--- src/rtl/irq_pkg.sv ---
package irq_pkg;
  localparam int unsigned REG_W = 8;
  localparam int unsigned REG_N = 2;
  // status 1 bits 7:6 follow levels; status 0 bit 7 is the FIFO error bit
  localparam logic [REG_N*REG_W-1:0] LEVEL_DEF  = 16'hC000;
  localparam logic [REG_N*REG_W-1:0] STICKY_DEF = 16'h0080;
  localparam logic [REG_N*REG_W-1:0] EN_RST_DEF = 16'h0300;
endpackage

--- src/rtl/irq_stat_bank.sv ---
module irq_stat_bank #(
  parameter int unsigned W = 8,
  parameter logic [W-1:0] LEVEL_MASK  = '0,
  parameter logic [W-1:0] STICKY_MASK = '0
) (
  input  logic         clk,
  input  logic         rst_n,
  input  logic [W-1:0] evt,
  input  logic         rd_clr,
  input  logic         fifo_clr,
  output logic [W-1:0] stat
);
  logic [W-1:0] clr_vec;
  logic [W-1:0] stat_nxt;

  always_comb begin
    // reads clear latched bits, the FIFO reset clears the sticky ones
    clr_vec  = ({W{rd_clr}} & ~STICKY_MASK) | ({W{fifo_clr}} & STICKY_MASK);
    // level bits drop their history; new events always win over a clear
    stat_nxt = (stat & ~clr_vec & ~LEVEL_MASK) | evt;
  end

  always_ff @(posedge clk or negedge rst_n) begin
    if (!rst_n) stat <= '0;
    else        stat <= stat_nxt;
  end
endmodule

--- src/rtl/irq_en_bank.sv ---
module irq_en_bank #(
  parameter int unsigned W = 8,
  parameter logic [W-1:0] RST_VAL = '0
) (
  input  logic         clk,
  input  logic         rst_n,
  input  logic         wr,
  input  logic [W-1:0] wdata,
  output logic [W-1:0] en
);
  always_ff @(posedge clk or negedge rst_n) begin
    if (!rst_n)  en <= RST_VAL;
    else if (wr) en <= wdata;
  end
endmodule

--- src/rtl/irq_rd_port.sv ---
module irq_rd_port #(
  parameter int unsigned W    = 8,
  parameter int unsigned NREG = 2,
  parameter int unsigned AW   = 2
) (
  input  logic            clk,
  input  logic            rst_n,
  input  logic            rd,
  input  logic [AW-1:0]   addr,
  input  logic [NREG*W-1:0] stat_all,
  input  logic [NREG*W-1:0] en_all,
  output logic [W-1:0]    rdata
);
  logic [W-1:0] sel_data;

  always_comb begin
    sel_data = '0;
    if (int'(addr) < int'(NREG))
      sel_data = stat_all[int'(addr)*W +: W];
    else if (int'(addr) < int'(2*NREG))
      sel_data = en_all[(int'(addr)-int'(NREG))*W +: W];
  end

  always_ff @(posedge clk or negedge rst_n) begin
    if (!rst_n)  rdata <= '0;
    else if (rd) rdata <= sel_data;
  end
endmodule

--- src/rtl/irq_status_ctrl.sv ---
module irq_status_ctrl #(
  parameter int unsigned W    = irq_pkg::REG_W,
  parameter int unsigned NREG = irq_pkg::REG_N,
  parameter logic [NREG*W-1:0] LEVEL_MASK  = irq_pkg::LEVEL_DEF,
  parameter logic [NREG*W-1:0] STICKY_MASK = irq_pkg::STICKY_DEF,
  parameter logic [NREG*W-1:0] EN_RST      = irq_pkg::EN_RST_DEF,
  localparam int unsigned AW = $clog2(2*NREG)
) (
  input  logic              clk,
  input  logic              rst_n,
  input  logic [NREG*W-1:0] evt_in,
  input  logic              fifo_clr,
  input  logic              reg_rd,
  input  logic              reg_wr,
  input  logic [AW-1:0]     reg_addr,
  input  logic [W-1:0]      reg_wdata,
  output logic [W-1:0]      reg_rdata,
  output logic              irq_n
);
  logic [NREG*W-1:0] stat_all;
  logic [NREG*W-1:0] en_all;

  for (genvar k = 0; k < NREG; k++) begin : g_reg
    logic rd_hit;
    logic wr_hit;
    assign rd_hit = reg_rd && (reg_addr == AW'(k));
    assign wr_hit = reg_wr && (reg_addr == AW'(NREG + k));

    irq_stat_bank #(
      .W(W),
      .LEVEL_MASK(LEVEL_MASK[k*W +: W]),
      .STICKY_MASK(STICKY_MASK[k*W +: W])
    ) u_stat (
      .clk(clk), .rst_n(rst_n),
      .evt(evt_in[k*W +: W]),
      .rd_clr(rd_hit),
      .fifo_clr(fifo_clr),
      .stat(stat_all[k*W +: W])
    );

    irq_en_bank #(
      .W(W),
      .RST_VAL(EN_RST[k*W +: W])
    ) u_en (
      .clk(clk), .rst_n(rst_n),
      .wr(wr_hit),
      .wdata(reg_wdata),
      .en(en_all[k*W +: W])
    );
  end

  irq_rd_port #(.W(W), .NREG(NREG), .AW(AW)) u_rd (
    .clk(clk), .rst_n(rst_n),
    .rd(reg_rd), .addr(reg_addr),
    .stat_all(stat_all), .en_all(en_all),
    .rdata(reg_rdata)
  );

  assign irq_n = ~|(stat_all & en_all);
endmodule

--- config.mk ---
export PLATFORM = sky130hd
export DESIGN_NAME = irq_status_ctrl
export DESIGN_NICKNAME = d
export VERILOG_FILES = /design/src/rtl/irq_pkg.sv /design/src/rtl/irq_stat_bank.sv /design/src/rtl/irq_en_bank.sv /design/src/rtl/irq_rd_port.sv /design/src/rtl/irq_status_ctrl.sv
export SDC_FILE = /design/constraint.sdc
export NUM_CORES = 1
export LEC_CHECK = 0
export CAP_MARGIN = 0
export CORE_MARGIN = 10
export CORE_UTILIZATION = 50
export CTS_BUF_LIST = sky130_fd_sc_hd__clkbuf_4
export CTS_CLUSTER_DIAMETER = 200
export DETAILED_ROUTE_END_ITERATION = 8
export DONT_BUFFER_PORTS = 1
export PLACE_DENSITY = 0.74
export SYNTH_ARGS = -nofsm -noshare
export SYNTH_HDL_FRONTEND = slang
export SYNTH_SLANG_ARGS = --single-unit
--- constraint.sdc ---
create_clock -name clk -period 1.02 [get_ports clk]
set_input_delay 0.102 -clock clk [delete_from_list [all_inputs] [get_ports clk]]
set_output_delay 0.102 -clock clk [all_outputs]
set_load 0.01 [all_outputs]
# Yosys cells after proc, flatten, opt, wreduce, memory -nomap -nowiden
# Cells that the tools add are included.
# op_classes
n_addsub	1
multipliers	0
div	0
n_lt_le_gt_ge	1
eq_ne	3
shifts	2
mux	1
bitwise_logic	8
n_reduce_logical	7
# ops
operator	n
16-bit by 33-bit variable part select with 8-bit output	1
16-bit AND	1
16-bit OR reduction	1
16-bit by 6-bit variable part select with 8-bit output	1
8-bit AND	1
8-bit two-way mux	1
8-bit NOT	1
6-bit by 8-bit OR with 8-bit output	1
7-bit by 8-bit OR with 8-bit output	1
8-bit OR	1
6-bit AND	1
6-bit NOT	1
2-bit == test (second input constant)	2
1-bit logical AND	4
2-bit by 2-bit subtractor with 3-bit output (second input constant)	1
2-bit by 1-bit == test with 1-bit output (second input constant)	1
2-bit zero test	1
2-bit < comparator (second input constant)	1
1-bit zero test	1
# word_totals
ff_bits	40
latchBits	0
ram_bits	0
rom_bits	0
inputBits	31
output_inout_bits	9
word_cells	28
n_memories	0

# Longest topological paths before layout
# depth
ltp_word	6
ltp_mapped	5
ltp_nobuf	3

# Cells and area by module
# A second synthesis with hierarchy kept.
# hier_totals
hier_cells	126
hier_area_um2	1841.8
# modules_own_cells
mod	n_inst	cells_each	area_per_inst_um2
irq_rd_port	1	45	525.5
irq_en_bank (g_reg[1].u_en)	1	17	334.1
irq_en_bank (g_reg[0].u_en)	1	17	331.6
irq_stat_bank (g_reg[0].u_stat)	1	18	267.8
irq_stat_bank (g_reg[1].u_stat)	1	15	249.0
irq_status_ctrl	1	14	133.9

# Least setup slack after synthesis
# OpenSTA, ideal clock, no wires.
# synth_timing
path_type	register to output
startpoint	reg g_reg[1].u_en.en[2]
endpoint	out irq_n
arrival_ns	1.018
required_ns	0.918
setup_slack_ns	-0.100
path_stages_with_launch	4
n_path_buf	0
cell_sequence	dfrtp_1 -> a22o_1 -> a221oi_1 -> and4_1
# synth_between
elab_chain_len	3
# synth_rtl
item	line	source
from (decl)	irq_en_bank.sv:9	output logic [W-1:0] en
from (signal assigned)	irq_en_bank.sv:13	else if (wr) en <= wdata;
16-bit AND	irq_status_ctrl.sv:59	assign irq_n = ~|(stat_all & en_all);
16-bit OR reduction	irq_status_ctrl.sv:59	
1-bit zero test	irq_status_ctrl.sv:59	
to (decl)	irq_status_ctrl.sv:18	output logic irq_n
# No other way between the ends.

# Worst setup path in the final report
# layout_timing
startpoint	reg g_reg[0].u_en.en[4]
endpoint	out irq_n
# layout_between
elab_chain_len	3
# layout_rtl
item	line
from (decl)	irq_en_bank.sv:9
from (signal assigned)	irq_en_bank.sv:13
16-bit AND	irq_status_ctrl.sv:59
16-bit OR reduction	irq_status_ctrl.sv:59
1-bit zero test	irq_status_ctrl.sv:59
# No other way between the ends.

==> impl_metrics.tcl <==
set metrics [dict create \
    power_frac_comb_pct 21.6 \
    worst_slack_ns -0.573 \
    ys_top_cells_by_area "dfrtp_1, mux2_2, a21o_1, mux2i_1, a211oi_1" \
    clkPwrFrac_pct 23.0 \
    start_util_pct 51.9 \
    min_to "u_rd.rdata[0]" \
    ys_seq_area_share_pct 57.9 \
    wl_per_cell_microns 19.3 \
    area_growth_pct 39.3 \
    min_delay_path_depth 3 \
    drive_gt1_share_pct 33.2 \
    finalCriticalPeriod_ns 1.59 \
    die_w_microns 78.9 \
    grt_first_pass_wirelength_mm 7.53 \
    drt-pass1-iter-count 4 \
    portBuffers 0 \
    wirelength_mm 4.61 \
    drt_iter0_drc 88 \
    crit_arrival_ns 1.49 \
    worstPathRequired_ns 0.92 \
    reg2reg_to "u_rd.rdata[1]" \
    p_leak_nw 1.02 \
    ir_drop_uv 691 \
    ys.flop_type "dfrtp_1" \
    cts_buffer_depth 2 \
    min_path_type "primary input to register" \
    synth_top_area_cell "dfrtp_1" \
    netlist_area_sq_um 1730 \
    antenna_found_initial 0 \
    clock-root-buffer "clkbuf_4" \
    p_sw_share_pct 28.4 \
    path_max_fanout 2 \
    crit_type "register to output pin" \
    avgSynthCellArea_sq_um 13.1 \
    grt_pass1_vias 1497 \
    period_share_pct 156 \
    synth_seq_cells 40 \
    final_antenna_net_count 0 \
    drc 0 \
    fin_nets 223 \
    ios 40 \
    min-delay-start "reg_rd" \
    async_flop_share_pct 100 \
    place_congestion 0.802 \
    fin_setup_tns_ns -0.765 \
    finalSetupViolations 7 \
    synth-edff-count 0 \
    dr_total_vias 1339 \
    critPathLaunchType "register" \
    diodes 0 \
    grt_use_total_pct 15.6 \
    syn_inst 132 \
    ys_types 23 \
    post_drt_via_cell_ratio 5.60 \
    die_h_microns 78.9 \
    rsz0062_at_grt "yes" \
    rr_startpoint "g_reg[1].u_stat.stat[1]" \
    numCtsBuffers 5 \
    yosysWarnings 0 \
    grt_max_degree 41 \
    drv_cap 0 \
    worst_slew_pin_slew_ns 0.583 \
    max_freq_mhz 628 \
    endpoint_kind "output pin" \
    cts_tree "built" \
    p_seq_share_pct 55.4 \
    fin_worst_skew_ns 0.0131 \
    cellPowerDensity_nw_per_um2 1480 \
    path_clk_slew_ns 0.13 \
    synth_top_area_share_pct 54.9 \
    rrSetupSlack_ns -0.06 \
    r2r_cells 4 \
    clk_latency_ns 0.37 \
    core-area_sq_um 3340 \
    final_cell_count_no_fill 239 \
    switchingPower_mw 1.02 \
    syn-num-nets 163 \
    status "finished, violations left" \
    dp_hpwl_mm 3.11 \
    placementRows 21 \
    die-area_sq_um 6220 \
    grt_remaining_overflow 0 \
    slew-limit-headroom_pct 61.1 \
    cts_sinks 40 \
    htreeDepth 2 \
    p_int_mw 2.56 \
    finalHoldViolations 0 \
    violations "negative setup slack" \
    report.final.slew_viol_count 0 \
    post-place-cells 201 \
]
[flip-flops by register name (all words and copies together) (netlist names)]
register       flops
u_rd.rdata         8
g.u_stat.stat     16
g.u_en.en         16
[cells by family (layout without fill, tap and decap cells)]
logic type | count (synthesis) | count (layout) | share of synthesized area [%]
AOI/OAI and AO/OA | 38 | 38 | 16.5
DFF | 40 | 40 | 57.9
buffers and inverters | 7 | 68 | 2.31
muxes | 24 | 24 | 15.0
and+or+nand+nor | 23 | 23 | 8.30
[critical path, cell delays in order, from the launching register on]
cell,delay [ns]
dfrtp_1,0.41
a22o_1,0.24
a221oi_2,0.19
and4_4,0.28
[routing by layer]
layer	track usage, %	wire [microns]
met5	0	0
met1	17.0	1790
met4	5.73	86
met3	6.98	433
met2	26.4	2310
[cells in the final DEF, fill, tap and decap left out, types with 2 or more instances in the layout]
cell / synthesis / layout
dlymetal6s4s_1: 0 / 2
a221oi_2: 0 / 4
buf_4: 1 / 23
buf_6: 1 / 6
clkinv_2: 0 / 2
clkbuf_4: 0 / 5
mux2i_1: 8 / 8
o22ai_1: 8 / 7
dfrtp_1: 38 / 38
nand3b_1: 2 / 2
a22o_1: 4 / 4
dlygate4sd3_1: 0 / 26
a211oi_1: 8 / 8
dfstp_2: 2 / 2
mux2_2: 16 / 15
a21o_1: 14 / 14
buf_12: 0 / 2
nor2_1: 8 / 8
nand2b_1: 2 / 2
or2b_1: 7 / 7
[worst max path at each step]
| stage | startpoint | to | slack, ns | depth (start not counted) |
|---|---|---|---|---|
| floorplan | g_reg[1].u_en.en[2] | irq_n | -0.10 | 3 |
| global placement | g_reg[1].u_en.en[3] | irq_n | -0.23 | 3 |
| detailed placement | g_reg[1].u_en.en[3] | irq_n | -0.25 | 3 |
| CTS | g_reg[1].u_en.en[4] | irq_n | -0.57 | 3 |
| global route | g_reg[0].u_en.en[4] | irq_n | -0.64 | 3 |
| finish | g_reg[0].u_en.en[4] | irq_n | -0.57 | 3 |
[power by group through the flow]
stage	sequential, mW	combinational, mW	clock (mW)
3_3_place_gp	1.99	0.553	0
5_1_grt	2.01	0.837	0.920
4_1_cts	1.98	0.763	0.834
3_5_place_dp	2.00	0.578	0
6_report	1.98	0.774	0.821
2_1_floorplan	1.96	0.338	0
[cell usage after synthesis, types with 2 or more instances]
library cell   n
dfrtp_1       38
dfstp_2        2
a22o_1         4
a211oi_1       8
buf_2          2
nand3b_1       2
mux2i_1        8
a221oi_1       4
nand2b_1       2
nor2_1         8
or2b_1         7
a21o_1        14
mux2_2        16
o22ai_1        8
[final cells by class]
cell class / count / area, sq um
clock buffers: 5 / 37.5
inverters: 1 / 3.75
multi-input cells: 85 / 727
repair buffers: 59 / 566
clock inverters: 3 / 18.8
fillers: 234 / 923
well taps: 46 / 57.6
flip-flops and latches: 40 / 1000
[metrics by stage]
step	hold slack, ns	worst slack [ns]	utilization [%]	total power [mW]	cell area, sq um
finish	0.138	-0.573	72.3	3.58	2410
global route	0.130	-0.640	72.3	3.76	2410
CTS	0.128	-0.569	71.8	3.58	2390
detailed placement	-0.192	-0.246	59.5	2.58	1980
global placement	-0.192	-0.230	59.5	2.54	1980
floorplan	-0.194	-0.100	-	2.30	1730
[what timing repair did]
item                                    4_1_cts  5_1_grt
pin swaps                                     4        3
hold buffers                                 29        0
endpoints found under the setup margin        7       10
resized for setup                            10        5
endpoints found under the hold margin        80        0
buffers inserted                              2        2
(Power assumes the default switching activity.)
